$ cat src/rtl/uart_fmt_tx_pkg.sv
package uart_fmt_tx_pkg;

    localparam int CHAR_MAX = 8;

    typedef enum logic [1:0] {
        PAR_ODD   = 2'b00,
        PAR_EVEN  = 2'b01,
        PAR_MARK  = 2'b10,
        PAR_SPACE = 2'b11
    } par_mode_e;

    // Packed so that its bit positions line up with the format input word.
    typedef struct packed {
        par_mode_e  par_mode;   // [5:4]
        logic       par_en;     // [3]
        logic       stop_sel;   // [2]
        logic [1:0] len_sel;    // [1:0]
    } line_fmt_t;

    typedef enum logic [1:0] {
        STOP_ONE,
        STOP_ONE_HALF,
        STOP_TWO
    } stop_kind_e;

    typedef enum logic [2:0] {
        PH_IDLE,
        PH_START,
        PH_DATA,
        PH_PARITY,
        PH_STOP
    } tx_phase_e;

    typedef struct packed {
        logic [3:0] nbits;
        logic       par_en;
        logic       par_val;
        stop_kind_e stop_kind;
    } frame_cfg_t;

    function automatic logic [3:0] char_bits(input logic [1:0] len_sel);
        return 4'd5 + {2'b00, len_sel};
    endfunction

    function automatic logic [CHAR_MAX-1:0] keep_low(input logic [CHAR_MAX-1:0] d,
                                                     input logic [3:0] n);
        logic [CHAR_MAX-1:0] m;
        for (int i = 0; i < CHAR_MAX; i++) m[i] = (i < int'(n));
        return d & m;
    endfunction

    function automatic logic parity_of(input par_mode_e mode,
                                       input logic [CHAR_MAX-1:0] masked);
        case (mode)
            PAR_ODD:   return ~(^masked);
            PAR_EVEN:  return ^masked;
            PAR_MARK:  return 1'b1;
            default:   return 1'b0;
        endcase
    endfunction

    function automatic stop_kind_e stop_of(input logic stop_sel, input logic [1:0] len_sel);
        if (!stop_sel)              return STOP_ONE;
        else if (len_sel == 2'b00)  return STOP_ONE_HALF;
        else                        return STOP_TWO;
    endfunction

endpackage

$ cat src/rtl/uart_fmt_tx_setup.sv
module uart_fmt_tx_setup
    import uart_fmt_tx_pkg::*;
(
    input  line_fmt_t              fmt,
    input  logic [CHAR_MAX-1:0]    data,
    output frame_cfg_t             cfg,
    output logic [CHAR_MAX-1:0]    data_masked
);

    logic [3:0] n;

    always_comb begin
        n               = char_bits(fmt.len_sel);
        data_masked     = keep_low(data, n);
        cfg.nbits       = n;
        cfg.par_en      = fmt.par_en;
        cfg.par_val     = parity_of(fmt.par_mode, data_masked);
        cfg.stop_kind   = stop_of(fmt.stop_sel, fmt.len_sel);
    end

endmodule

$ cat src/rtl/uart_fmt_tx_timer.sv
module uart_fmt_tx_timer #(
    parameter int CNT_W = 6
) (
    input  logic             clk,
    input  logic             rst,
    input  logic             restart,
    input  logic             tick,
    input  logic [CNT_W-1:0] limit,
    output logic             done
);

    logic [CNT_W-1:0] cnt;

    always_ff @(posedge clk) begin
        if (rst || restart)  cnt <= '0;
        else if (tick)       cnt <= cnt + 1'b1;
    end

    assign done = tick && (cnt == limit - 1'b1);

    AST_CNT_IN_RANGE: assert property (@(posedge clk) disable iff (rst)
        cnt < limit) else $error("tick counter passed its limit");

endmodule

$ cat src/rtl/uart_fmt_tx.sv
module uart_fmt_tx
    import uart_fmt_tx_pkg::*;
#(
    parameter int OVERSAMPLE = 16
) (
    input  logic       clk,
    input  logic       rst,
    input  logic       tick_16x,
    input  logic [7:0] tx_data,
    input  logic       tx_valid,
    output logic       tx_ready,
    input  logic [5:0] line_fmt,
    output logic       txd,
    output logic       tx_busy
);

    localparam int CNT_W      = $clog2(2 * OVERSAMPLE + 1);
    localparam int STOP_ONE_T = OVERSAMPLE;
    localparam int STOP_MID_T = OVERSAMPLE + OVERSAMPLE / 2;
    localparam int STOP_TWO_T = 2 * OVERSAMPLE;

    tx_phase_e           phase_q;
    frame_cfg_t          cfg_q;
    logic [CHAR_MAX-1:0] shreg_q;
    logic [2:0]          bit_idx_q;

    frame_cfg_t          cfg_new;
    logic [CHAR_MAX-1:0] data_new;
    logic [CNT_W-1:0]    limit;
    logic                bit_done;
    logic                frame_end;
    logic                accept;
    logic                idle;

    uart_fmt_tx_setup u_setup (
        .fmt         (line_fmt_t'(line_fmt)),
        .data        (tx_data),
        .cfg         (cfg_new),
        .data_masked (data_new)
    );

    always_comb begin
        if (phase_q == PH_STOP) begin
            case (cfg_q.stop_kind)
                STOP_ONE_HALF: limit = CNT_W'(STOP_MID_T);
                STOP_TWO:      limit = CNT_W'(STOP_TWO_T);
                default:       limit = CNT_W'(STOP_ONE_T);
            endcase
        end else begin
            limit = CNT_W'(OVERSAMPLE);
        end
    end

    logic timer_done;

    uart_fmt_tx_timer #(.CNT_W(CNT_W)) u_timer (
        .clk     (clk),
        .rst     (rst),
        .restart (accept || bit_done || idle),
        .tick    (tick_16x),
        .limit   (limit),
        .done    (timer_done)
    );

    assign idle      = (phase_q == PH_IDLE);
    assign bit_done  = timer_done && !idle;
    assign frame_end = (phase_q == PH_STOP) && bit_done;
    assign tx_ready  = idle || frame_end;
    assign accept    = tx_valid && tx_ready;
    assign tx_busy   = !idle;

    always_ff @(posedge clk) begin
        if (rst) begin
            phase_q   <= PH_IDLE;
            cfg_q     <= '0;
            shreg_q   <= '0;
            bit_idx_q <= '0;
        end else if (accept) begin
            phase_q   <= PH_START;
            cfg_q     <= cfg_new;
            shreg_q   <= data_new;
            bit_idx_q <= '0;
        end else if (bit_done) begin
            case (phase_q)
                PH_START: phase_q <= PH_DATA;
                PH_DATA: begin
                    shreg_q   <= shreg_q >> 1;
                    bit_idx_q <= bit_idx_q + 3'd1;
                    if ({1'b0, bit_idx_q} == cfg_q.nbits - 4'd1)
                        phase_q <= cfg_q.par_en ? PH_PARITY : PH_STOP;
                end
                PH_PARITY: phase_q <= PH_STOP;
                default:   phase_q <= PH_IDLE;
            endcase
        end
    end

    always_comb begin
        case (phase_q)
            PH_START:  txd = 1'b0;
            PH_DATA:   txd = shreg_q[0];
            PH_PARITY: txd = cfg_q.par_val;
            default:   txd = 1'b1;
        endcase
    end

    AST_START_LOW: assert property (@(posedge clk) disable iff (rst)
        accept |=> (!txd && tx_busy)) else $error("no start bit after accept");

    AST_END_IDLE: assert property (@(posedge clk) disable iff (rst)
        (frame_end && !tx_valid) |=> (!tx_busy && txd)) else $error("line not idle after frame");

    AST_CFG_HELD: assert property (@(posedge clk) disable iff (rst)
        (tx_busy && !accept) |=> $stable(cfg_q)) else $error("format changed mid-frame");

    AST_NO_EARLY_START: assert property (@(posedge clk) disable iff (rst)
        (phase_q == PH_STOP && !bit_done) |=> (phase_q != PH_START)) else $error("frame restarted early");

    AST_IDX_RANGE: assert property (@(posedge clk) disable iff (rst)
        (phase_q == PH_DATA) |-> ({1'b0, bit_idx_q} < cfg_q.nbits)) else $error("data index overrun");

endmodule

$ cat config.mk
export PLATFORM = sky130hd
export DESIGN_NAME = uart_fmt_tx
export DESIGN_NICKNAME = d
export VERILOG_FILES = /design/src/rtl/uart_fmt_tx_pkg.sv /design/src/rtl/uart_fmt_tx_setup.sv /design/src/rtl/uart_fmt_tx_timer.sv /design/src/rtl/uart_fmt_tx.sv
export SDC_FILE = /design/constraint.sdc
export NUM_CORES = 1
export LEC_CHECK = 0
export BUFFER_PORTS_ARGS = -buffer_cell sky130_fd_sc_hd__buf_2
export CAP_MARGIN = 5
export CELL_PAD_IN_SITES_DETAIL_PLACEMENT = 1
export CELL_PAD_IN_SITES_GLOBAL_PLACEMENT = 1
export CORE_MARGIN = 5
export CORE_UTILIZATION = 39
export CTS_CLUSTER_SIZE = 25
export DETAILED_ROUTE_END_ITERATION = 10
export GPL_TIMING_DRIVEN = 1
export HOLD_SLACK_MARGIN = 0.03
export PLACE_DENSITY_LB_ADDON = 0.08
export SYNTH_ARGS = -nofsm -noshare
export SYNTH_HDL_FRONTEND = slang
export SYNTH_SLANG_ARGS = --single-unit
$ cat constraint.sdc
create_clock -name clk -period 2.6 [get_ports clk]
set_input_delay 0.13 -clock clk [delete_from_list [all_inputs] [get_ports clk]]
set_output_delay 0.13 -clock clk [all_outputs]
set_load 0.01 [all_outputs]
Word level (Yosys, flattened, before mapping)
Index checks and enable logic that the tools add are counted.
{"block": "op_classes", "n_bitwise": 2, "n_reduce_logical": 20, "n_eq_ne": 12, "magnitude_cmp": 8, "n_mux": 14, "n_addsub": 5}
{"op": "$mux W8", "n": 3}
{"op": "$lt A3 B4 Y1 const A", "n": 4}
{"op": "$pmux W6 S2", "n": 1}
{"op": "$pmux W3 S3", "n": 1}
{"op": "$and A8 B8 Y8", "n": 1}
{"op": "$lt A1 B4 Y1 const A", "n": 2}
{"op": "$lt A2 B4 Y1 const A", "n": 2}
{"op": "$reduce_and A2 Y1", "n": 4}
{"op": "$reduce_xor A8 Y1", "n": 1}
{"op": "$add A6 B1 Y6 const B", "n": 1}
{"op": "$eq A3 B2 Y1 const B", "n": 2}
{"op": "$eq A6 B6 Y1", "n": 1}
{"op": "$mux W3", "n": 2}
{"op": "$mux W6", "n": 1}
{"op": "$pmux W1 S3", "n": 2}
{"op": "$sub A6 B1 Y6 const B", "n": 1}
{"op": "$add A3 B2 Y4 const A", "n": 1}
{"op": "$eq A2 B1 Y1 const B", "n": 2}
{"op": "$eq A2 B2 Y1 const B", "n": 2}
{"op": "$eq A3 B4 Y1", "n": 1}
{"op": "$logic_and A1 B1 Y1", "n": 4}
{"op": "$logic_not A2 Y1", "n": 2}
{"op": "$logic_or A1 B1 Y1", "n": 4}
{"op": "$mux W2", "n": 2}
{"op": "12 further kinds", "n": 14}
{"block": "totals", "wordCells": 70, "inputBits": 18, "out_inout_bits": 3, "regBits": 28}

Logic depth before layout (Yosys ltp)
{"block": "logic_depth", "ltp_word": 13, "ltp_mapped": 10, "mapped_depth_nobuf": 8}

By module
From an unflattened synthesis, not the netlist that was laid out.
{"block": "hier_totals", "cells_unflattened": 217, "hier_area_um2": 1800.5}
{"mod": "uart_fmt_tx", "cells_per_inst": 144, "n_inst": 1, "area_each_um2": 1166.1, "seq_area_each_um2": 440.4}
{"mod": "uart_fmt_tx_timer", "cells_per_inst": 46, "n_inst": 1, "area_each_um2": 397.9, "seq_area_each_um2": 120.1}
{"mod": "uart_fmt_tx_setup", "cells_per_inst": 27, "n_inst": 1, "area_each_um2": 236.5, "seq_area_each_um2": 0.0}

Worst setup path after synthesis
OpenSTA, ideal clock, no wires.
{"block": "synth_timing", "kind": "reg-to-reg", "from": "register phase_q[2]", "to": "register cfg_q[2] (netlist name)", "path_slack_ns": -0.152, "t_required_ns": 2.505, "path_buffers": 1, "synth_period_minus_slack_ns": 2.752, "path_stages_with_launch": 10, "setup_time_ns": 0.095, "arrival_time_ns": 2.657, "path_cell_list": "dfxtp_1 > buf_4 > or3b_4 > nor3b_1 > ha_1 > xnor2_1 > nand4_1 > a221o_1 > or4_1 > o311ai_1"}
{"block": "synth_via", "elab_chain_cells": 9, "elab_cells_between_ends": 11, "classes_between": "add/sub: 1; eq/ne: 2; mux: 1; reduce/logical: 7"}
{"item": "start, declared", "line": "uart_fmt_tx.sv:22", "source": "tx_phase_e phase_q;"}
{"item": "start signal, assigned", "line": "uart_fmt_tx.sv:90", "source": "phase_q <= cfg_q.par_en ? PH_PARITY : PH_STOP;"}
{"item": "$eq A3 B3 Y1", "line": "uart_fmt_tx.sv:43, uart_fmt_tx.sv:67"}
{"item": "$mux W6", "line": "uart_fmt_tx.sv:43", "source": "if (phase_q == PH_STOP) begin"}
{"item": "$sub A6 B1 Y6", "line": "uart_fmt_tx_timer.sv:19", "source": "assign done = tick && (cnt == limit - 1'b1);"}
{"item": "$eq A6 B6 Y1", "line": "uart_fmt_tx_timer.sv:19"}
{"item": "$logic_and A1 B1 Y1", "line": "uart_fmt_tx_timer.sv:19"}
{"item": "$logic_and A1 B1 Y1", "line": "uart_fmt_tx.sv:66", "source": "assign bit_done = timer_done && !idle;"}
{"item": "$logic_and A1 B1 Y1", "line": "uart_fmt_tx.sv:67", "source": "assign frame_end = (phase_q == PH_STOP) && bit_done;"}
{"item": "$logic_or A1 B1 Y1 (*)", "line": "uart_fmt_tx.sv:68", "source": "assign tx_ready = idle || frame_end;"}
{"item": "$logic_and A1 B1 Y1 (*)", "line": "uart_fmt_tx.sv:69", "source": "assign accept = tx_valid && tx_ready;"}
{"item": "end signal, assigned", "line": "uart_fmt_tx.sv:80", "source": "cfg_q <= cfg_new;"}
{"item": "end, declared", "line": "uart_fmt_tx.sv:23", "source": "frame_cfg_t cfg_q;"}
Mark *: on every way between the ends. The rest lies on a longest branch, timed or not.
A chain may end at the register's enable or synchronous reset.

Final worst setup path
{"block": "layout_timing", "from": "register phase_q[0]", "to": "output tx_ready"}
{"block": "layout_via", "elab_chain_cells": 8, "elab_cells_between_ends": 10, "classes_between": "add/sub: 1; eq/ne: 2; mux: 1; reduce/logical: 6"}
{"item": "$eq A3 B3 Y1", "line": "uart_fmt_tx.sv:43, uart_fmt_tx.sv:67"}
{"item": "$mux W6", "line": "uart_fmt_tx.sv:43"}
{"item": "$sub A6 B1 Y6", "line": "uart_fmt_tx_timer.sv:19"}
{"item": "$eq A6 B6 Y1", "line": "uart_fmt_tx_timer.sv:19"}
{"item": "$logic_and A1 B1 Y1", "line": "uart_fmt_tx_timer.sv:19"}
{"item": "$logic_and A1 B1 Y1", "line": "uart_fmt_tx.sv:66"}
{"item": "$logic_and A1 B1 Y1", "line": "uart_fmt_tx.sv:67"}
{"item": "$logic_or A1 B1 Y1 (*)", "line": "uart_fmt_tx.sv:68"}
{"item": "end, declared", "line": "uart_fmt_tx.sv:11", "source": "output logic tx_ready,"}
Marked as above.

==> metrics.md <==
| Metric | Value |
|---|---|
| MaxCap Viol Count | `0` |
| Nets | `230` |
| Antenna violations before repair | `0` |
| Total Power | `0.886 mW` |
| Number of DRC markers in iteration 0 | `29` |
| Starting density of the core | `40.0%` |
| Post-Syn Area per Cell | `9.00 µm²` |
| Tmin final | `2.56 ns` |
| Synth Area in Simple Gates | `20.4%` |
| Cell count along the critical path | `10` |
| Endpoints failing hold | `0` |
| Reg clk slew, reported paths | `0.10 ns` |
| Routed via count | `1339` |
| Vias in the first global route | `1431` |
| Drt total wl | `3820 µm` |
| Crit-path leading delay family | `simple AND/OR/NAND/NOR gates` |
| Cells after synthesis | `178` |
| Setup Viol. Count Final | `0` |
| Setup TNS | `0 ns` |
| Lkg Pwr | `0.719 nW` |
| Routed Antenna Nets | `0` |
| Area grow syn2layout | `17.2%` |
| FILL cells | `486` |
| XOR/XNOR Fraction of Synth Area | `11.6%` |
| Multiplexer share of the synthesized area | `6.25%` |
| FP Rows | `23` |
| Depth of the CTS H-tree | `1` |
| Hold Path Stages | `2` |
| GRT Overall Usage | `14.8%` |
| Dominant cells by area after synthesis | `dfxtp_1, mux2i_1, xnor2_1` |
| Core area | `4000 µm²` |
| Post-Synth Adder-Cell Area | `5.47%` |
| CTS Hold Bufs | `0` |
| Warning count from the yosys run | `0` |
| CP max FO | `4` |
| Top_reg_cell synth | `dfxtp_1` |
| Storage element area | `563 µm²` |
| Number of synthesized flops with an enable pin | `0` |
| RSZ-0062 raised after global routing | `yes` |
| Longest Clk Path Bufs | `2` |
| WL per Instance | `15.0 µm` |
| WS Path Type | `reg -> out` |
| Type of origin of the critical path | `register` |
| CP required | `2.47 ns` |
| Vias per std cell | `5.27` |
| Total CTS buffers | `3` |
| CTS tree | `built` |
| Ports | `21` |
| Synthesis-stage register bit count | `28` |
| Area of the mapped netlist | `1600 µm²` |
| Fin. max-slew vios | `0` |
| Pwr dens | `472 nW/µm²` |
| Worst vdd ir | `0.231 mV` |
| DRC Markers | `0` |
| CP max-delay cell | `or3b_4` |
| Die Ht | `74.1 µm` |
| Gpl congestion | `0.828` |
| Grt total ovfl | `0` |
| Root buffer cell | `clkbuf_8` |
| Slew margin rel. | `74.6%` |
| Critical Path Most Common Cell | `buf_6` |
| DP HPWL | `2960 µm` |
| Fmax | `390 MHz` |
| R2R depth | `8` |
| Diode count | `0` |
| Distinct cells, synth | `42` |
| Share of cells above drive strength 1 | `24.0%` |
| Die span in x | `74.1 µm` |
| Largest net degree at the start of global routing | `22` |
| Multi-input gate area | `977 µm²` |
| Post-route clock period utilization | `98.5%` |
| Synthesized Nets | `203` |
| Complex-gate fraction of the synthesized area | `16.7%` |
| Ys async rst share | `0%` |
| Die ar. | `5490 µm²` |
| Clock sink total | `28` |
| PortBufs | `20` |
| Largest family of logic cells by synthesized area | `simple AND/OR/NAND/NOR gates` |
| First-pass GRT wire length | `6290 µm` |
| Router iterations before antenna repair | `4` |
| Hold WC Path Type | `in -> reg` |
| CP Cell Sequence | `or3b_4 -> nor3b_2 -> ha_1 -> xnor2_1 -> nand4_1 -> buf_6 -> a21o_1 -> nand2_2 -> and2_4 -> buf_6` |
| Clk_lat worst skew | `0.27 ns` |
| Largest area contributor in the netlist | `dfxtp_1` |
| Register area share after synthesis | `35.0%` |
| Slowest Stage Delay on Critical Path | `0.42 ns` |
| Synth top area share | `35.0%` |
| CP Capture Type | `output pin` |
| Skew final | `0.00161 ns` |
| WP buf/inv | `2` |
| Worst-margin pin slew | `0.381 ns` |
| Outcome | `completed` |
| Arrival @ worst endpoint | `2.43 ns` |
[layout make-up]
type,instances,area share [%]
Clock buffer,4,2.93
Inverter,5,1.00
Multi-Input combinational cell,136,52.1
Sequential cell,28,30.0
Tap cell,50,3.33
Timing Repair Buffer,31,10.7
[cell usage after synthesis (all sizes together) (3+ instances only)]
library cell,count
nand3,4
nand3b,4
nand2b,3
mux2i,10
nand2,14
xnor2,11
nor3b,3
clkbuf,4
a211oi,9
dfxtp,28
nor2,22
ha,7
a21oi,15
inv,5
buf,5
xor2,5
[where the power goes]
part	total (mW)	leakage, nW	switching, mW	internal [mW]
combinational	0.150	0.460	0.0779	0.0722
clock	0.273	0.0288	0.138	0.136
sequential	0.463	0.230	0.0138	0.449
[layer usage]
layer / vias to the layer above / track usage (%) / share of wire, %
li1: 677 / - / -
met1: 635 / 15.9 / 44
met4: 0 / 3.62 / 1.1
met5: - / 0 / 0
met2: 23 / 29.1 / 51
met3: 4 / 2.84 / 3.2
[cells in the final DEF, fill, tap and decap left out, types with 2 or more instances in the layout]
master / instances
dfxtp_2: 2
nand3_1: 4
dfxtp_1: 26
nand3b_1: 4
nand4_1: 2
a21o_1: 2
nor3b_1: 2
xor2_1: 5
a211oi_1: 8
buf_2: 19
ha_1: 7
nor2b_1: 2
and3_1: 2
mux2i_1: 10
buf_4: 8
clkbuf_8: 4
nand2_1: 13
a21bo_2: 2
inv_1: 5
nor2_1: 22
buf_6: 4
nand2b_1: 3
a21oi_1: 15
xnor2_1: 11
xnor3_1: 2
[through the flow]
stage / std cells / area (µm²) / hold slack (ns) / setup WS [ns] / utilization, %
after floorplan: 178 / 1610 / 0.226 / -0.0634 / -
after global placement: 248 / 1780 / 0.346 / 0.200 / 44.5
after detailed placement: 248 / 1780 / 0.362 / 0.122 / 44.5
after CTS: 252 / 1840 / 0.0626 / 0.0308 / 45.9
after global routing: 254 / 1880 / 0.0709 / -0.0705 / 46.9
final: 254 / 1880 / 0.0614 / 0.0391 / 46.9
[worst paths after layout]
kind                    start       end  slack [ns]
setup / recovery   phase_q[0]  tx_ready        0.04
hold / removal    line_fmt[0]  cfg_q[4]        0.06
setup reg to reg   phase_q[0]  cfg_q[2]        0.06
hold reg to reg      cfg_q[3]  cfg_q[3]        0.48
[timing repair]
item | in CTS | in global routing
gates resized for setup | 0 | 8
buffers inserted | 0 | 2
setup endpoints to repair | 0 | 3
[flip-flops by register name, summed over array words and instances, names as in the netlist]
register / flops
cfg_q: 8
shreg_q: 8
u_timer.cnt: 6
bit_idx_q: 3
phase_q: 3
[logic make-up (layout without fill, tap and decap cells)]
| kind of cell | Yosys count | in the layout |
|---|---|---|
| xor gates and xnor gates | 18 | 18 |
| and+or+nand+nor | 64 | 64 |
| DFF | 28 | 28 |
| adders and majority gates | 7 | 7 |
| buffers and inverters | 14 | 40 |
| muxes | 10 | 10 |
| AOI/OAI and AO/OA | 37 | 37 |
Note: power is estimated with default switching activity, not from simulation.
